[config.mk]
export PLATFORM = sky130hd
export DESIGN_NAME = keypad_code_lock
export DESIGN_NICKNAME = d
export VERILOG_FILES = /design/src/rtl/lock_pkg.sv /design/src/rtl/lock_digit_match.sv /design/src/rtl/lock_seq_fsm.sv /design/src/rtl/keypad_code_lock.sv
export SDC_FILE = /design/constraint.sdc
export NUM_CORES = 1
export LEC_CHECK = 0
export ABC_AREA = 1
export BUFFER_PORTS_ARGS = -buffer_cell sky130_fd_sc_hd__buf_2
export CELL_PAD_IN_SITES_DETAIL_PLACEMENT = 1
export CELL_PAD_IN_SITES_GLOBAL_PLACEMENT = 1
export CORE_UTILIZATION = 36
export DETAILED_ROUTE_END_ITERATION = 12
export PLACE_DENSITY_LB_ADDON = 0.1
export SLEW_MARGIN = 30
export SYNTH_ARGS = -nofsm -noshare
export SYNTH_HDL_FRONTEND = slang
export SYNTH_SLANG_ARGS = --single-unit
[constraint.sdc]
create_clock -name clk -period 3.17 [get_ports clk]
set_input_delay 0.4755 -clock clk [delete_from_list [all_inputs] [get_ports clk]]
set_output_delay 0.4755 -clock clk [all_outputs]
set_load 0.005 [all_outputs]
[src/rtl/lock_pkg.sv]
package lock_pkg;
  localparam int COL_W = 3;
  localparam int ROW_W = 4;
  localparam int KEY_W = COL_W + ROW_W;

  typedef logic [KEY_W-1:0] key_t;
endpackage

[src/rtl/lock_digit_match.sv]
module lock_digit_match
  import lock_pkg::*;
#(
  parameter int DIGITS = 4,
  parameter int IDX_W  = 4,
  parameter logic [DIGITS*KEY_W-1:0] CODE = '0
) (
  input  key_t             key,
  input  logic [IDX_W-1:0] idx,
  output logic             hit
);
  // hit is high when the key equals the digit that idx selects
  always_comb begin
    hit = 1'b0;
    for (int i = 0; i < DIGITS; i++) begin
      if (idx == IDX_W'(i) && key == CODE[i*KEY_W +: KEY_W]) hit = 1'b1;
    end
  end
endmodule

[src/rtl/lock_seq_fsm.sv]
module lock_seq_fsm
  import lock_pkg::*;
#(
  parameter int STATE_W = 5,
  parameter int DIGITS  = 4,
  parameter int NCODES  = 1
) (
  input  logic               clk,
  input  logic               rst,
  input  key_t               key,
  input  logic [NCODES-1:0]  hit,
  output logic [STATE_W-1:0] state_o,
  output logic               unlock_o
);
  localparam int OPEN = 2 * DIGITS;
  localparam int LAST = (1 << STATE_W) - 1;

  logic [STATE_W-1:0] st, st_n;
  logic [NCODES-1:0]  live, live_n, cand;
  logic               released;

  always_comb begin
    released = (key == '0);
    cand     = hit & ((st == '0) ? {NCODES{1'b1}} : live);
    st_n     = st;
    live_n   = live;
    if (st >= STATE_W'(OPEN)) begin
      // open window: count on, ignoring the keypad
      st_n = (st == STATE_W'(LAST)) ? '0 : st + 1'b1;
    end else if (!st[0]) begin
      // waiting for a press
      if (|cand) begin
        st_n   = st + 1'b1;
        live_n = cand;
      end else if (!released) begin
        st_n = '0;
      end
    end else begin
      // key down, waiting for the release
      if (|cand)         st_n = st;
      else if (released) st_n = st + 1'b1;
      else               st_n = '0;
    end
  end

  always_ff @(posedge clk) begin
    if (rst) begin
      st       <= '0;
      live     <= {NCODES{1'b1}};
      unlock_o <= 1'b0;
    end else begin
      st       <= st_n;
      live     <= live_n;
      unlock_o <= (st_n >= STATE_W'(OPEN));
    end
  end

  assign state_o = st;
endmodule

[src/rtl/keypad_code_lock.sv]
module keypad_code_lock
  import lock_pkg::*;
#(
  parameter int DIGITS  = 4,
  parameter int STATE_W = 5,
  parameter bit ALT_EN  = 1'b0,
  parameter logic [DIGITS*KEY_W-1:0] CODE_A = {7'b010_0100, 7'b001_0010, 7'b100_0001, 7'b100_1000},
  parameter logic [DIGITS*KEY_W-1:0] CODE_B = {7'b001_1000, 7'b100_0001, 7'b010_0010, 7'b010_0010}
) (
  input  logic               clk,
  input  logic               rst,
  input  logic [COL_W-1:0]   col,
  input  logic [ROW_W-1:0]   row,
  output logic               unlock,
  output logic [STATE_W-1:0] state_dbg
);
  localparam int NCODES = ALT_EN ? 2 : 1;
  localparam int IDX_W  = STATE_W - 1;

  key_t               key;
  logic [NCODES-1:0]  hit;
  logic [STATE_W-1:0] st;

  assign key = {col, row};

  for (genvar g = 0; g < NCODES; g++) begin : g_code
    lock_digit_match #(
      .DIGITS(DIGITS),
      .IDX_W (IDX_W),
      .CODE  ((g == 0) ? CODE_A : CODE_B)
    ) u_match (
      .key(key),
      .idx(st[STATE_W-1:1]),
      .hit(hit[g])
    );
  end

  lock_seq_fsm #(
    .STATE_W(STATE_W),
    .DIGITS (DIGITS),
    .NCODES (NCODES)
  ) u_fsm (
    .clk     (clk),
    .rst     (rst),
    .key     (key),
    .hit     (hit),
    .state_o (st),
    .unlock_o(unlock)
  );

  assign state_dbg = st;
endmodule

# --- After elaboration in Yosys (flattened, before gate mapping) ---
# Cells that the tools add are included.
# Widths: inputs -> output; s select.
totals:
  regBits: 6
  in_bits: 9
  output_inout_bits: 6
  word_cells: 30
op_classes:
  n_addsub: 1
  order_cmp: 2
  n_eq_ne: 8
  muxes: 11
  n_reduce_logical: 6
ops:
  columns: ["op", "count"]
  rows:
  - ["$mux 5", 7]
  - ["$eq 7x7->1 const B", 2]
  - ["$ge 5x4->1 const B", 2]
  - ["$eq 4x2->1 const B", 2]
  - ["$eq 7x5->1 const B", 1]
  - ["$eq 7x6->1 const B", 1]
  - ["$logic_not 7->1", 1]
  - ["$add 5x1->5 const B", 1]
  - ["$eq 5x5->1 const B", 1]
  - ["$eq 4x1->1 const B", 1]
  - ["$logic_and 1x1->1", 4]
  - ["$logic_not 4->1", 1]
  - ["$mux 1", 4]

# --- Longest topological paths before layout ---
# Gate-level depths: netlist of run 1.
depth:
  depth_word: 10
  mapped_depth: 13

# --- Cells and area by module ---
# A second synthesis of run 1 with hierarchy kept.
unflattened:
  hier_cells: 90
  hier_area_um2: 515.5
by_module_without_submodules:
  columns: ["module", "n_inst", "cells_per_inst", "area_per_inst_um2"]
  rows:
  - ["lock_seq_fsm", 1, 48, 342.8]
  - ["lock_digit_match", 1, 42, 172.7]

# --- Worst setup path after synthesis of run 1 ---
# No wires, ideal clock.
synth_path:
  path_kind: "register -> register"
  startpoint: "register u_fsm.st[0] (netlist: u_fsm.state_o[0])"
  endpoint: "register u_fsm.unlock_o"
  setup_time_ns: 0.059
  arrival_time_ns: 1.349
  t_required_ns: 3.111
  path_slack_ns: 1.761
  path_stages_with_launch: 10
  path_buffers: 0
  period_less_slack_ns: 1.409
  path_cell_list: "dfxtp_1 ha_1 nand2_1 nor2_1 ha_1 a21oi_1 nand2_1 a31oi_1 o21ai_0 nand2_1"
synth_between:
  elab_chain_cells: 6
  word_cells_on_any_way: 10
  cone_classes: "add/sub (1); order compare (2); eq/ne (1); mux (6)"
synth_rtl:
  columns: ["item", "line_no", "text"]
  rows:
  - ["from (decl)", "lock_seq_fsm.sv:18", "logic [STATE_W-1:0] st, st_n;"]
  - ["from (signal assigned)", "lock_seq_fsm.sv:52", "st <= st_n;"]
  - ["$add 5x1->5", "lock_seq_fsm.sv:29, lock_seq_fsm.sv:33, lock_seq_fsm.sv:41", null]
  - ["$mux 5", "lock_seq_fsm.sv:41", "else if (released) st_n = st + 1'b1;"]
  - ["$mux 5", "lock_seq_fsm.sv:40", "if (|cand) st_n = st;"]
  - ["$mux 5", "lock_seq_fsm.sv:30", "end else if (!st[0]) begin"]
  - ["$mux 5 *", "lock_seq_fsm.sv:27", "if (st >= STATE_W'(OPEN)) begin"]
  - ["$ge 5x4->1 *", "lock_seq_fsm.sv:54", "unlock_o <= (st_n >= STATE_W'(OPEN));"]
  - ["to (signal assigned)", "lock_seq_fsm.sv:54", null]
  - ["to (decl)", "lock_seq_fsm.sv:13", "output logic unlock_o"]
# Every way passes the cells marked *; elsewhere a longest branch is shown, timed or not.
# A chain may end at the register's enable or synchronous reset.

# --- Worst setup path in the final report of run 1 ---
layout_path:
  startpoint: "register u_fsm.st[1] (netlist: u_fsm.state_o[1])"
  endpoint: "register u_fsm.unlock_o"
layout_between:
  elab_chain_cells: 10
  word_cells_on_any_way: 23
  cone_classes: "add/sub (1); order compare (2); eq/ne (4); mux (11); reduce/logical (5)"
layout_rtl:
  columns: ["item", "line_no", "text"]
  rows:
  - ["$logic_not 4->1", "lock_digit_match.sv:16", "if (idx == IDX_W'(i) && key == CODE[i*KEY_W +: KEY_W]) hit = 1'b1;"]
  - ["$logic_and 1x1->1", "lock_digit_match.sv:16", null]
  - ["$mux 1 (4 in a row)", "lock_digit_match.sv:16", null]
  - ["$mux 5 (on tied branches)", "lock_seq_fsm.sv:32, lock_seq_fsm.sv:40", null]
  - ["$mux 5", "lock_seq_fsm.sv:30", null]
  - ["$mux 5 *", "lock_seq_fsm.sv:27", null]
  - ["$ge 5x4->1 *", "lock_seq_fsm.sv:54", null]
# Marked as above.

==> impl_summary.md, run 1 <==
Detailed routing
The via total after detailed routing is 813. In the final routed layout, each cell accounts on average for approximately 11 um. Before antenna repair, the detailed router went through 5 iterations. The total detailed-routing wirelength is around 1.8 mm. Using the TritonRoute via totals, the vias-per-cell ratio works out to 4.90. The DRC violation total after the first TritonRoute iteration is 15.

The count of unresolved DRC violations after routing is 0. The residual antenna-violating net count after detailed routing is 0.

Cells and area
The final cell count without fillers is 166. The total of fill cells in the finished design is 262. The library cell used most frequently in the layout, excluding fill and tap cells, is sky130_fd_sc_hd__nand2_1. The area growth from synthesis to layout is 16.9%. The count of nets after finishing is 155. The number of antenna diodes in the final layout is 0. The combined flip-flop and latch cell area is 120 um^2.

In the layout the commonest cells are sky130_fd_sc_hd__nand2_1 (43), sky130_fd_sc_hd__nor2_1 (21), sky130_fd_sc_hd__inv_1 (19). The area of the multi-input gates is 449 um^2. The fraction of layout instances using a drive strength above 1 is 18.4%.

Clocking
The clock passes through at most 2 buffers. CTS placed an instance of sky130_fd_sc_hd__clkbuf_4 at the clock tree root. After clock tree synthesis, the flow added hold-fix buffers numbering 0.

The clock drives 6 sinks. In this run the number of H-tree levels came out at 1. Clock-pin slew was measured on the worst setup and hold paths at 50 ps.

The total of cells resized after clock tree synthesis is 0. For the worst-skew pair, the clock arrives at the later sink with an insertion delay of 250 ps. The CTS tree is built. The number of buffers added by the clock tree synthesis step is 3. Buffers added to address setup during post-CTS repair amount to 0.

Floorplanning
The die covers 0.00203 mm^2. The die boundary width is 45.0 um. The vertical die dimension is 45.0 um. For this design the top-level I/O count stands at 15.

In this run the core area contains 15 standard-cell rows. The initial core utilization is 38.6%. The area of the core is 0.00173 mm^2.

Min path
The hold path depth is 2. For hold timing, the worst endpoint is u_fsm.state_o[2]. The hold path startpoint is rst. The worst min-delay path class is input pin to flop.

Synth
In the synthesized netlist, the number of instances is roughly 130. Dividing the synthesized area by the synthesized cell count gives around 5.3 um^2. The number of different library cells used by synthesis comes to 20. The cell area that synthesis handed to floorplanning was ~670 um^2.

The synthesized flop and latch total is 6. The proportion of synthesized chip area in sequential cells is approximately 18%. The synthesized net count is 137. The total number of yosys warnings is 0.

Global routing
Across every metal layer, demand over resource in global routing totals 21.3%. The first-pass GRT wire length is 3.11 mm. The maximum number of pins on one net before global-route repair is 12. For this run the aggregate overflow at the end of global routing stands at 0. The via count of the first global-routing pass is 732. The initial antenna violation count came to 0.

Timing
The maximum frequency from static timing analysis is 586 MHz. Setup repair after global routing left no endpoint under its margin. The number of failing hold endpoints at the final stage is 0. In the finished design, the share of the clock period the worst path needs comes to 53.8%.

For the final database, setup skew stands at 7.48 ps. Headroom to the max-slew limit came out at roughly 76%. The clock period minus final worst setup slack is between 1500 and 2000 ps. The tightest hold margin is about 440 ps. The setup-violating endpoint count in the final report is 0.

The setup TNS is 0 ps. The number of max-slew violations in the final report is 0. The actual slew at the worst max-slew pin is 365 ps.

Run status
The flow ran to the end, and the final reports show no timing, DRC or antenna violations.

Setup path
For this run, the slowest stage of the critical path takes roughly 500 ps. For this design, the slowest cell found on the critical path is sky130_fd_sc_hd__dfxtp_1. The startpoint identified for the worst register-to-register timing path is u_fsm.state_o[1]. The sort of element at the start of the critical path is a flop. At the worst endpoint, the arrival time is approximately 1800 ps.

The reg-to-reg critical path endpoint is u_fsm.unlock_o. The worst setup path is captured at a flop. The required time of the critical path is about 3300 ps. The combined buffer and inverter count along the critical path is 0. The most used cell along the critical path is sky130_fd_sc_hd__nand2_1. The maximum fanout encountered on the critical timing path is 8. The startpoint-to-endpoint class of the critical path is flop to flop. The kind of cell adding the most delay to the critical path is flip-flops.

Measured in cells, the most critical reg-to-reg path has a length of 9. Traced cell by cell, the critical path runs through ha_1, nand2_1, nor2_1, ha_1, a21oi_1, nand2_1, a31oi_1, o21ai_0, nand2_1. For flop-to-flop paths, the worst setup slack is 1460 ps.

Placed design
The placed wire-length estimate is 1.51 mm. Buffers placed on the I/O ports in this run total 14. The number of placed instances, taps included, is 163. The final weighted congestion in routability-driven placement is around 0.81.

Flow run
The max-capacitance violation count is 0.

Power
The power density relative to cell area is between 200 and 250 mW/mm^2. The cell leakage power is 0.000483 uW. The worst-case vdd ir drop is about 0.00019 V.
## per-stage QoR
step                      instance area [um^2]  utilization (%)  total power, uW  setup slack [ps]
final                                      779             45.1              175              1460
after global routing                       779             45.1              185              1320
after CTS                                  779             45.1              178              1460
after detailed placement                   757             43.8              106              1490
after global placement                     757             43.8              105              1490
after floorplan                            667                -             93.5              1760
## synthesized netlist by cell type (all sizes together)
cell     n  area, um^2
nand2   45         179
inv     23        86.3
nor2    22        85.1
nand3   10        55.1
dfxtp    6         120
a21oi    4        23.8
ha       3        37.5
nand4    3        18.8
o21ai    3        15.0
nand3b   2        15.0
a31oi    1        6.26
buf      1        11.3
nor3     1        5.00
xor2     1        8.76
## cell type report
type / count / share of cell area (%)
clock buffer: 3 / 2.89
inverter: 23 / 11.1
multi-input combinational: 95 / 57.6
sequential: 6 / 15.4
tap: 25 / 4.01
timing repair buffer: 14 / 8.99
## kinds of logic (layout without fill, tap and decap cells)
kind of cell               count (synthesis)  in the layout  share of synthesized area (%)
AOI/OAI and AO/OA                          8              8                           6.75
and+or+nand+nor                           83             83                           53.7
buffers and inverters                     24             40                           14.6
xor gates and xnor gates                   1              1                           1.31
DFF                                        6              6                           18.0
adders and majority gates                  3              3                           5.63
## layer usage
layer / up-vias / part of all wire [%] / GRT usage (%)
met1: 373 / 50 / 28.5
met4: 0 / 0.76 / 5.45
met5: - / 0 / 0
met2: 21 / 45 / 32.8
li1: 417 / - / -
met3: 2 / 4.2 / 7.20
## worst reg2reg max path: cells and delay by family (launching register included)
family / cells / cell delay (ps)
DFF: 1 / 500
adders and majority gates: 2 / 470
and+or+nand+nor: 4 / 380
AOI/OAI and AO/OA: 3 / 240
## power breakdown
group          total (uW)  internal, uW  switching (uW)  leakage (uW)
Sequential           76.6          76.0           0.633     0.0000483
Clock                69.6          42.8            26.8     0.0000138
Combinational        28.5          9.83            18.7      0.000421
## worst max path at each step
stage | start | to | cells after the start
3_3_place_gp | row[1] | u_fsm.unlock_o | 11
5_1_grt | u_fsm.state_o[1] | u_fsm.unlock_o | 9
3_5_place_dp | row[1] | u_fsm.unlock_o | 11
6_report | u_fsm.state_o[1] | u_fsm.unlock_o | 9
4_1_cts | u_fsm.state_o[1] | u_fsm.unlock_o | 9
2_1_floorplan | u_fsm.state_o[0] | u_fsm.unlock_o | 9
## state kept, by name, summed over array words and instances (netlist names)
name	count
u_fsm.state_o	5
u_fsm.unlock_o	1
Power figures use the tool's default switching activity.
==> inputs of run 2 (changes only) <==
--- a/config.mk
+++ b/config.mk
@@ -5,11 +5,11 @@
 export SDC_FILE = /design/constraint.sdc
 export NUM_CORES = 1
 export LEC_CHECK = 0
-export ABC_AREA = 1
+export ABC_AREA = 0
 export BUFFER_PORTS_ARGS = -buffer_cell sky130_fd_sc_hd__buf_2
 export CELL_PAD_IN_SITES_DETAIL_PLACEMENT = 1
 export CELL_PAD_IN_SITES_GLOBAL_PLACEMENT = 1
-export CORE_UTILIZATION = 36
+export CORE_UTILIZATION = 34
 export DETAILED_ROUTE_END_ITERATION = 12
 export PLACE_DENSITY_LB_ADDON = 0.1
 export SLEW_MARGIN = 30
==> constraint.sdc (replaced) <==
create_clock -name clk -period 1.6 [get_ports clk]
set_input_delay 0.24 -clock clk [delete_from_list [all_inputs] [get_ports clk]]
set_output_delay 0.24 -clock clk [all_outputs]
set_load 0.005 [all_outputs]
==> run 2 against run 1 <==
Compared with the run above: flip-flop and latch count is the same; utilization rose by 6.1 points; area after synthesis decreased by 27%; combinational power increased by 7%; cell count fell by 38%; sequential power up 96%; worst hold slack lost 200 ps; largest power group unchanged.
==> impl_summary.md, run 2 <==
Run status
The run finished with clean final reports.

Synth
The count of mapped cells out of synthesis is 62. Counting instances in the post-synthesis netlist gives the leading cell types as sky130_fd_sc_hd__nor2_1 (7), sky130_fd_sc_hd__dfxtp_1 (6), sky130_fd_sc_hd__nand2_1 (5), sky130_fd_sc_hd__nand3_1 (5), sky130_fd_sc_hd__inv_1 (4). Yosys printed 0 warnings.

In the synthesized netlist the dominant register cell turns out to be sky130_fd_sc_hd__dfxtp_1. Sorting the synthesized cells by area gives the leading types as sky130_fd_sc_hd__dfxtp_1 (25%), sky130_fd_sc_hd__ha_1 (7.7%), sky130_fd_sc_hd__nor2_1 (5.4%). The proportion of synthesized chip area in sequential cells is between 20% and 30%. The post-synthesis average cell area is roughly 8 um^2. The most common cell in the netlist is sky130_fd_sc_hd__nor2_1. The synthesized net count is 74.

The top-area cell type share of the netlist area is between 20% and 30%. The number of distinct library cell variants in the gate-level netlist after synthesis is 30. Synthesis inferred 6 register bits. The synthesized design contains 0 enable-type register cells. The fraction of registers with async set/reset is 0%. The biggest area contributor in the post-synthesis netlist is sky130_fd_sc_hd__dfxtp_1. The post-synthesis cell area is 487 um^2.

Timing
The actual slew at the worst max-slew pin is ~370 ps. The setup TNS is 0 ps. Setup repair after global routing left no endpoint under its margin. Between clock sinks in the finished design, the worst skew comes to 2.49 ps.

The number of failing hold endpoints at the final stage came to 0. The maximum frequency from static timing analysis is 665 MHz. The number of max-slew violations in the final report came to 0. The final worst setup slack is 96.5 ps.

The worst path in the final design needs a cycle of 1500 ps, including I/O delays and setup. The final cycle utilization of the critical path is 94.0%. Setup violations remaining at the end of the flow were counted as 0. The worst pin sits at a relative slew slack of roughly three quarters.

Clocking
Post-CTS timing repair inserted 0 buffers for setup. Clock tree synthesis inserted a total of 3 buffers. The clock transition time at the flip-flop clock pins of the worst setup and hold paths is 40 ps.

In this run the clock root is driven by a sky130_fd_sc_hd__clkbuf_4. The CTS tree is built. The worst-skew pair later-pin latency is 240 ps. The number of sinks handled by clock tree synthesis is 6. The hold-fix buffer count after cts is 0. The number of levels the H-tree was split into is 1.

The deepest clock path buffer count is 2.

Detailed routing
The first routing iteration left 4 violations. The total detailed-routing wirelength is 1.46 mm. In the routed layout, each cell is associated on average with a via count of about 5.3. The routed wire length per instance is 14.2 um. The count of nets left with antenna violations once routing finished came out at 0. The total iterations of the first detailed-routing run is 4. The via total after detailed routing is ~540.

The count of unresolved DRC violations after routing is 0.

Floorplanning
The number of top-level pins is 15. The area of the core is 0.00132 mm^2. Once the floorplan was initialized, standard cells occupied 36.9% of the core. The row count is 13.

The die covers 0.00159 mm^2. From bottom edge to top edge, the die measures around 40 um. The die boundary width is 39.8 um.

Cells and area
Of the cells placed in the final design, the portion with a size suffix greater than 1 is between 40 and 50%. The combined flip-flop and latch cell area is ~120 um^2. The most common library cell in the layout ignoring fill and taps is sky130_fd_sc_hd__buf_2.

The number of diodes is 0. Measured on the finished design, the core utilization comes to 51.3%. The total of fill cells in the finished design is 172.

After the last flow step, the layout net total stands at 102. Compared with the post-synthesis result, the final layout area differs by 38.8%. The multi-input combinational cells in the finished layout cover a total of 340 um^2.

The count of cells in the finished layout, fillers not included, comes to slightly above 100. The number of flip-flops in the largest register is 5. In the layout the commonest cells are sky130_fd_sc_hd__buf_2 (14), sky130_fd_sc_hd__buf_4 (11), sky130_fd_sc_hd__nor2_1 (7).

Setup path
The critical path arrival is 1630 ps. The maximum fanout encountered on the critical timing path is 5. The path depth of the worst reg2reg path is 7.

The sort of element at the start of the critical path is a flop. The launch point of the worst reg-to-reg path is u_fsm.state_o[1]. The required time of the critical path is 1730 ps. The worst setup path is captured at a flop.

The startpoint-to-endpoint class of the critical path is flop to flop. The register-to-register setup slack is 100 ps. In this run the critical register-to-register path is captured at u_fsm.unlock_o.

Placed design
The count of buffers inserted at the top-level ports is 14. The placed wire-length estimate is 1.22 mm. After detailed placement, the design holds a cell count of 100. Routability-driven placement finished with a final weighted congestion of 0.782. OpenSTA, run right after detailed placement, puts the worst setup slack at 26.3 ps.

Min path
The worst hold path passes through 2 cells. The worst min-delay path class is input pin to flop. The worst hold path begins at rst. The path with the worst hold slack has its endpoint at u_fsm.state_o[0].

Global routing
For this run the aggregate overflow at the end of global routing stands at 0. The layer with the highest usage is met2. The first-pass GRT wire length is 2.40 mm. The overall fraction of global-route tracks in use is 23.4%.

Global routing consumed, on the met3 layer, about a tenth of the routing resources. The fraction of met2 tracks used by global routing is ~37%. The initial antenna violation count was 0. The maximum number of pins on one net before global-route repair is 8.

The fraction of met1 tracks used by global routing is between 30% and 40%. The via count of the first global-routing pass was 560.

Power
In this run the power density over the cells is between 400 and 500 mW/mm^2. For this design the static power due to leakage is 0.000311 uW. The final total power is between 300 and 400 uW. IR analysis of the VDD net gives a maximum drop of 0.000299 V.

Flow run
Max-cap violations in this run came to 0.
-- run 2: cell count changes in the layout (fill, tap and decap cells not counted), moves of 3 or more --
cell	previous run	this run
sky130_fd_sc_hd__buf_4	0	11
sky130_fd_sc_hd__inv_1	19	4
sky130_fd_sc_hd__inv_2	4	1
sky130_fd_sc_hd__nand2_1	43	5
sky130_fd_sc_hd__nand3_1	9	5
sky130_fd_sc_hd__nor2_1	21	7
sky130_fd_sc_hd__xnor2_1	0	3
-- run 2: worst max-delay path by stage --
stage / start / endpoint / slack [ps] / depth (start not counted)
6_report: u_fsm.state_o[1] / u_fsm.unlock_o / 100 / 7
5_1_grt: u_fsm.state_o[1] / u_fsm.unlock_o / 20 / 7
4_1_cts: u_fsm.state_o[1] / u_fsm.unlock_o / 20 / 7
3_5_place_dp: u_fsm.state_o[1] / u_fsm.unlock_o / 30 / 7
3_3_place_gp: col[2] / u_fsm.state_o[1] / 70 / 6
2_1_floorplan: u_fsm.state_o[1] / u_fsm.unlock_o / 40 / 7
-- run 2: layout make-up --
class                   instances  share of cell area (%)
repair buffers                 25                    22.6
multi-input cells              49                    50.4
well taps                      15                    2.78
flip-flops and latches          6                    18.1
clock buffers                   3                    3.33
inverters                       5                    2.78
-- run 2: critical path, cell delays in order, from the launching register on --
cell	delay, ps
sky130_fd_sc_hd__dfxtp_2	350
sky130_fd_sc_hd__ha_1	180
sky130_fd_sc_hd__and3_1	170
sky130_fd_sc_hd__ha_2	220
sky130_fd_sc_hd__inv_1	60
sky130_fd_sc_hd__a31oi_1	210
sky130_fd_sc_hd__nand2b_1	80
sky130_fd_sc_hd__o2bb2ai_1	120
-- run 2: repair_timing --
action / CTS / global route
setup endpoints to repair: 0 / 3
resized for setup: 0 / 4
endpoints found under the hold margin: 0 / 0
-- run 2: cell families after synthesis --
group	Yosys count	share of synthesized area, %
simple gates	29	33.4
buf+inv	7	6.94
compound gates	12	17.7
fa+ha+maj	3	7.71
xor+xnor	3	5.40
mux	2	4.11
flops	6	24.7
-- run 2: through the flow --
step,hold WS (ps),area (um^2)
6_report,246,676
3_5_place_dp,497,643
2_1_floorplan,309,488
4_1_cts,242,666
5_1_grt,259,676
3_3_place_gp,494,643
-- run 2: per-layer routing --
metal | vias up | wire (um)
met5 | - | 0
li1 | 276 | -
met1 | 254 | 738
met2 | 14 | 654
met4 | 0 | 0
met3 | 0 | 67
-- run 2: where the power goes --
group / total (uW) / switching (uW) / internal [uW]
logic: 30.4 / 16.9 / 13.5
registers: 150 / 0.0792 / 150
clock network: 136 / 51.3 / 84.6
==> inputs of run 3 (changes only) <==
--- a/config.mk
+++ b/config.mk
@@ -9,10 +9,11 @@
 export BUFFER_PORTS_ARGS = -buffer_cell sky130_fd_sc_hd__buf_2
 export CELL_PAD_IN_SITES_DETAIL_PLACEMENT = 1
 export CELL_PAD_IN_SITES_GLOBAL_PLACEMENT = 1
-export CORE_UTILIZATION = 34
+export CORE_UTILIZATION = 35
 export DETAILED_ROUTE_END_ITERATION = 12
 export PLACE_DENSITY_LB_ADDON = 0.1
 export SLEW_MARGIN = 30
 export SYNTH_ARGS = -nofsm -noshare
 export SYNTH_HDL_FRONTEND = slang
+export SYNTH_HIERARCHICAL = 1
 export SYNTH_SLANG_ARGS = --single-unit
==> run 3 against run 2 <==
Compared with the run above: the flow now finishes with violations (negative setup slack); die area fell by 5.3%; via count is 1.5% higher; area after synthesis shrank 2.8%; critical endpoint is now u_fsm/state_o[2]; clock power rose by 16%; cell count is 1.9% lower; utilization grew 18 points; sequential share of layout area fell by 2.7 points; non-clock buffer count is 8 higher; synthesized cell count down 19%; critical path depth did not move.
==> impl_summary.md, run 3 <==
Placed design
Summing all placed instances gives a cell area of 741 um^2. Including well taps, the total number of placed cells is 97. The wire-length estimate of the detail-placed layout is 1.17 mm. The pre-CTS setup slack is -296 ps. The count of buffers inserted at the top-level ports is 14.

The final weighted congestion in routability-driven placement is 0.737.

Cells and area
The area of the multi-input gates is 435 um^2. The register with the most flip-flops in the layout has 5 of them. The most common library cell in the layout ignoring fill and taps is sky130_fd_sc_hd__buf_4. After routing the design area is 827 um^2.

The number of diodes is 0. The final core utilization is 69.7%. The final cell count without fillers is 101. For this run, the post-layout net count is 100. The area growth from synthesis to layout is 74.9%.

Leaving out fill and tap cells, the most frequent cells in the layout are sky130_fd_sc_hd__buf_4 (19), sky130_fd_sc_hd__buf_2 (14), sky130_fd_sc_hd__nor2_1 (4). The total of fill cells in the finished design is 131. The combined flip-flop and latch cell area is 128 um^2.

The fraction of layout instances using a drive strength above 1 is 74.7%.

Timing
At the pin with the least slew margin, the transition time is 295 ps. The number of failing hold endpoints at the final stage was 0. The relative max-transition margin is 80.1%. The setup clock skew after layout is roughly 4.1 ps. In the final timing run, aggregate negative setup slack is -549 ps. The setup-violating endpoint count in the final report is 5.

Once routing completed, OpenROAD measured the worst setup slack at -204 ps. The maximum frequency from static timing analysis is 554 MHz. The final critical path takes up 113% of the cycle. Setup repair after global routing could not meet its margin everywhere.

The clock period minus final worst setup slack is 1800 ps. The number of max-slew violations in the final report is 0.

Detailed routing
The residual antenna-violating net count after detailed routing is 0. The count of unresolved DRC violations after routing is 0. In the final routed layout, each cell accounts on average for 16.9 um. The detailed router finished its first iteration with 5 violations.

The total detailed-routing wirelength is around 1.7 mm. The total iterations of the first detailed-routing run is 4. Detailed routing inserted a total of 552 vias.

In the routed layout, each cell is associated on average with a via count of 5.47.

Synth
The proportion of synthesized chip area in sequential cells is 25.4%. Counting flops with an async set or reset pin after synthesis yields a share of 0%. Counting flops with a built-in enable in the synthesized netlist gives 0. The biggest area contributor in the post-synthesis netlist is sky130_fd_sc_hd__dfxtp_1.

The post-synthesis average cell area is 9.46 um^2. The number of distinct library cell variants in the gate-level netlist after synthesis is 30. The total number of yosys warnings is 6. Sorting the synthesized cells by area gives the leading types as sky130_fd_sc_hd__dfxtp_1 (25%), sky130_fd_sc_hd__ha_1 (7.9%), sky130_fd_sc_hd__nor4_2 (7.9%). The number of nets in the synthesized netlist is 62. The post-synthesis cell area is around 470 um^2. The commonest cells after synthesis are sky130_fd_sc_hd__dfxtp_1 (6), sky130_fd_sc_hd__nor2_1 (4). The most common cell in the netlist is sky130_fd_sc_hd__dfxtp_1. The dominant register cell in the synthesized netlist is sky130_fd_sc_hd__dfxtp_1. Counting flops and latches in the post-synthesis netlist gives 6. The count of mapped cells out of synthesis is 50. The top-area cell type share of the netlist area is about 25%.

Power
The power dissipated by switching net loads is 90.3 uW. Cell internal power was estimated by the tool at 277 uW. The combinational group share of total power is between 15 and 20%. The power density relative to cell area is about 440 mW/mm^2. Across the VDD grid, the largest voltage drop is 0.000381 V.

In this run switching power makes up 24.6% of total power. The portion of total power attributed to the clock network is 43.0%. The analysis attributes to cell leakage a power of approximately 0.00035 uW. The share of total power dissipated in sequential elements is 40.4%.

Floorplanning
The row count is 12. Once the floorplan was initialized, standard cells occupied 39.9% of the core. The core region is 0.00119 mm^2. The full die area is about 0.0015 mm^2.

The number of top-level pins is 15. The vertical die dimension is 38.8 um. The die boundary width is 38.8 um.

Setup path
Following the worst setup path forward leads to its endpoint at u_fsm/state_o[2]. Counting buffers and inverters, the worst setup path is 7 cells deep. The worst setup path is launched from a flop. The launching element of the worst setup path is u_fsm/state_o[1]. The critical path goes through and3b_2, a21oi_2, o22ai_4, and2b_1, a311oi_4, nor2_2, a221o_1. The worst setup path is of the flop to flop kind. Counting both buffers and inverters, the worst setup path holds a total of 0. The kind of cell adding the most delay to the critical path is compound AO/OA/AOI/OAI gates. The reg-to-reg critical path endpoint is u_fsm/state_o[2]. At the worst endpoint, the required time is 1730 ps. The kind of end point of the critical path is a flop.

The delay of the slowest critical-path stage is 370 ps. Across all register-to-register paths, the minimum setup slack is -200 ps. In this run the worst path has a maximum fanout of 6. The cell type of the slowest stage on the worst timing path is sky130_fd_sc_hd__dfxtp_4. The number of cells on the worst reg-to-reg path is 7. The critical path arrival is 1940 ps. The launch point of the worst reg-to-reg path is u_fsm/state_o[1].

Flow run
The tool flagged a number of max-cap violations equal to 0.

Clocking
TritonCTS built the clock tree. The number of levels the H-tree was split into is 1. For this design, the sink count on the clock tree is 6.

The library cell used as clock root buffer is sky130_fd_sc_hd__clkbuf_4. The deepest clock path buffer count is 2. The number of buffers added by the clock tree synthesis step is 3. For the worst-skew pair, the clock arrives at the later sink with an insertion delay of roughly 250 ps. The hold-fix buffer count after cts is 0.

Clock-pin slew was measured on the worst setup and hold paths at 50 ps.

Global routing
Global routing consumed, over all layers together, 28.5% of the routing resources. The maximum number of pins on one net before global-route repair is 8. The sum of overflow across all layers after global routing is 0. The via count of the first global-routing pass is 618. The initial antenna violation count is 0. The first-pass GRT wire length is 2.77 mm.

Min path
The hold path depth is 2. The path class of the tightest hold or removal check is input pin to flop. The startpoint identified for the worst hold timing path is rst.

Run status
The run finished, with violations left. The checks that failed: negative setup slack.
## run 3: changes by cell type after synthesis, moves of 3 or more
cell / previous run / this run
sky130_fd_sc_hd__nand2_1: 5 / 2
sky130_fd_sc_hd__nor4_2: 0 / 3
sky130_fd_sc_hd__nand3_1: 5 / 1
sky130_fd_sc_hd__nor2_1: 7 / 4
sky130_fd_sc_hd__nand4_1: 3 / 0
## run 3: repair_timing
action	in CTS	in global routing
setup endpoints to repair	6	6
hold endpoints to repair	0	0
setup buffers	1	0
pin swaps	4	6
resized for setup	7	7
## run 3: how the worst min path moves through the flow
stage	endpoint	slack, ps
final	u_fsm/state_o[4]	240
after global routing	u_fsm/state_o[4]	250
after CTS	u_fsm/state_o[4]	230
after detailed placement	u_fsm/state_o[0]	470
after global placement	u_fsm/state_o[0]	480
after floorplan	u_fsm/state_o[4]	310
## run 3: routing by layer
layer | wire [um] | global-route usage [%]
met5 | 0 | 0
met4 | 55 | 19.0
met3 | 85 | 12.1
met2 | 843 | 47.1
met1 | 725 | 28.8
## run 3: power groups by stage
stage / logic, uW / registers, uW / clock network [uW]
floorplan: 17.9 / 151 / 0
global placement: 55.2 / 151 / 0
detailed placement: 57.1 / 151 / 0
CTS: 59.5 / 148 / 162
global route: 65.4 / 148 / 171
finish: 61.2 / 148 / 158
## run 3: kinds of logic after synthesis
| kind of cell | count (synthesis) | share of synthesized area, % |
|---|---|---|
| compound gates | 10 | 19.6 |
| xor+xnor | 1 | 1.85 |
| fa+ha+maj | 3 | 7.94 |
| buf+inv | 2 | 1.59 |
| flops | 6 | 25.4 |
| mux | 1 | 2.12 |
| simple gates | 27 | 41.5 |
## run 3: worst register-to-register path, delay by kind of cell, from the launching register on
family          cells  cell delay [ps]
simple gates        3              470
compound gates      4              840
flops               1              370
## run 3: final cells by class
type,instances,area share [%]
Inverter,2,0.908
Multi-Input combinational cell,42,52.6
Sequential cell,6,15.4
Clock buffer,4,3.18
Tap cell,14,2.12
Timing Repair Buffer,33,25.7
## run 3: per-stage QoR
step / power, uW / hold slack, ps
after detailed placement: 208 / 474
after global placement: 206 / 477
final: 367 / 240
after global routing: 384 / 248
after floorplan: 169 / 309
after CTS: 369 / 225
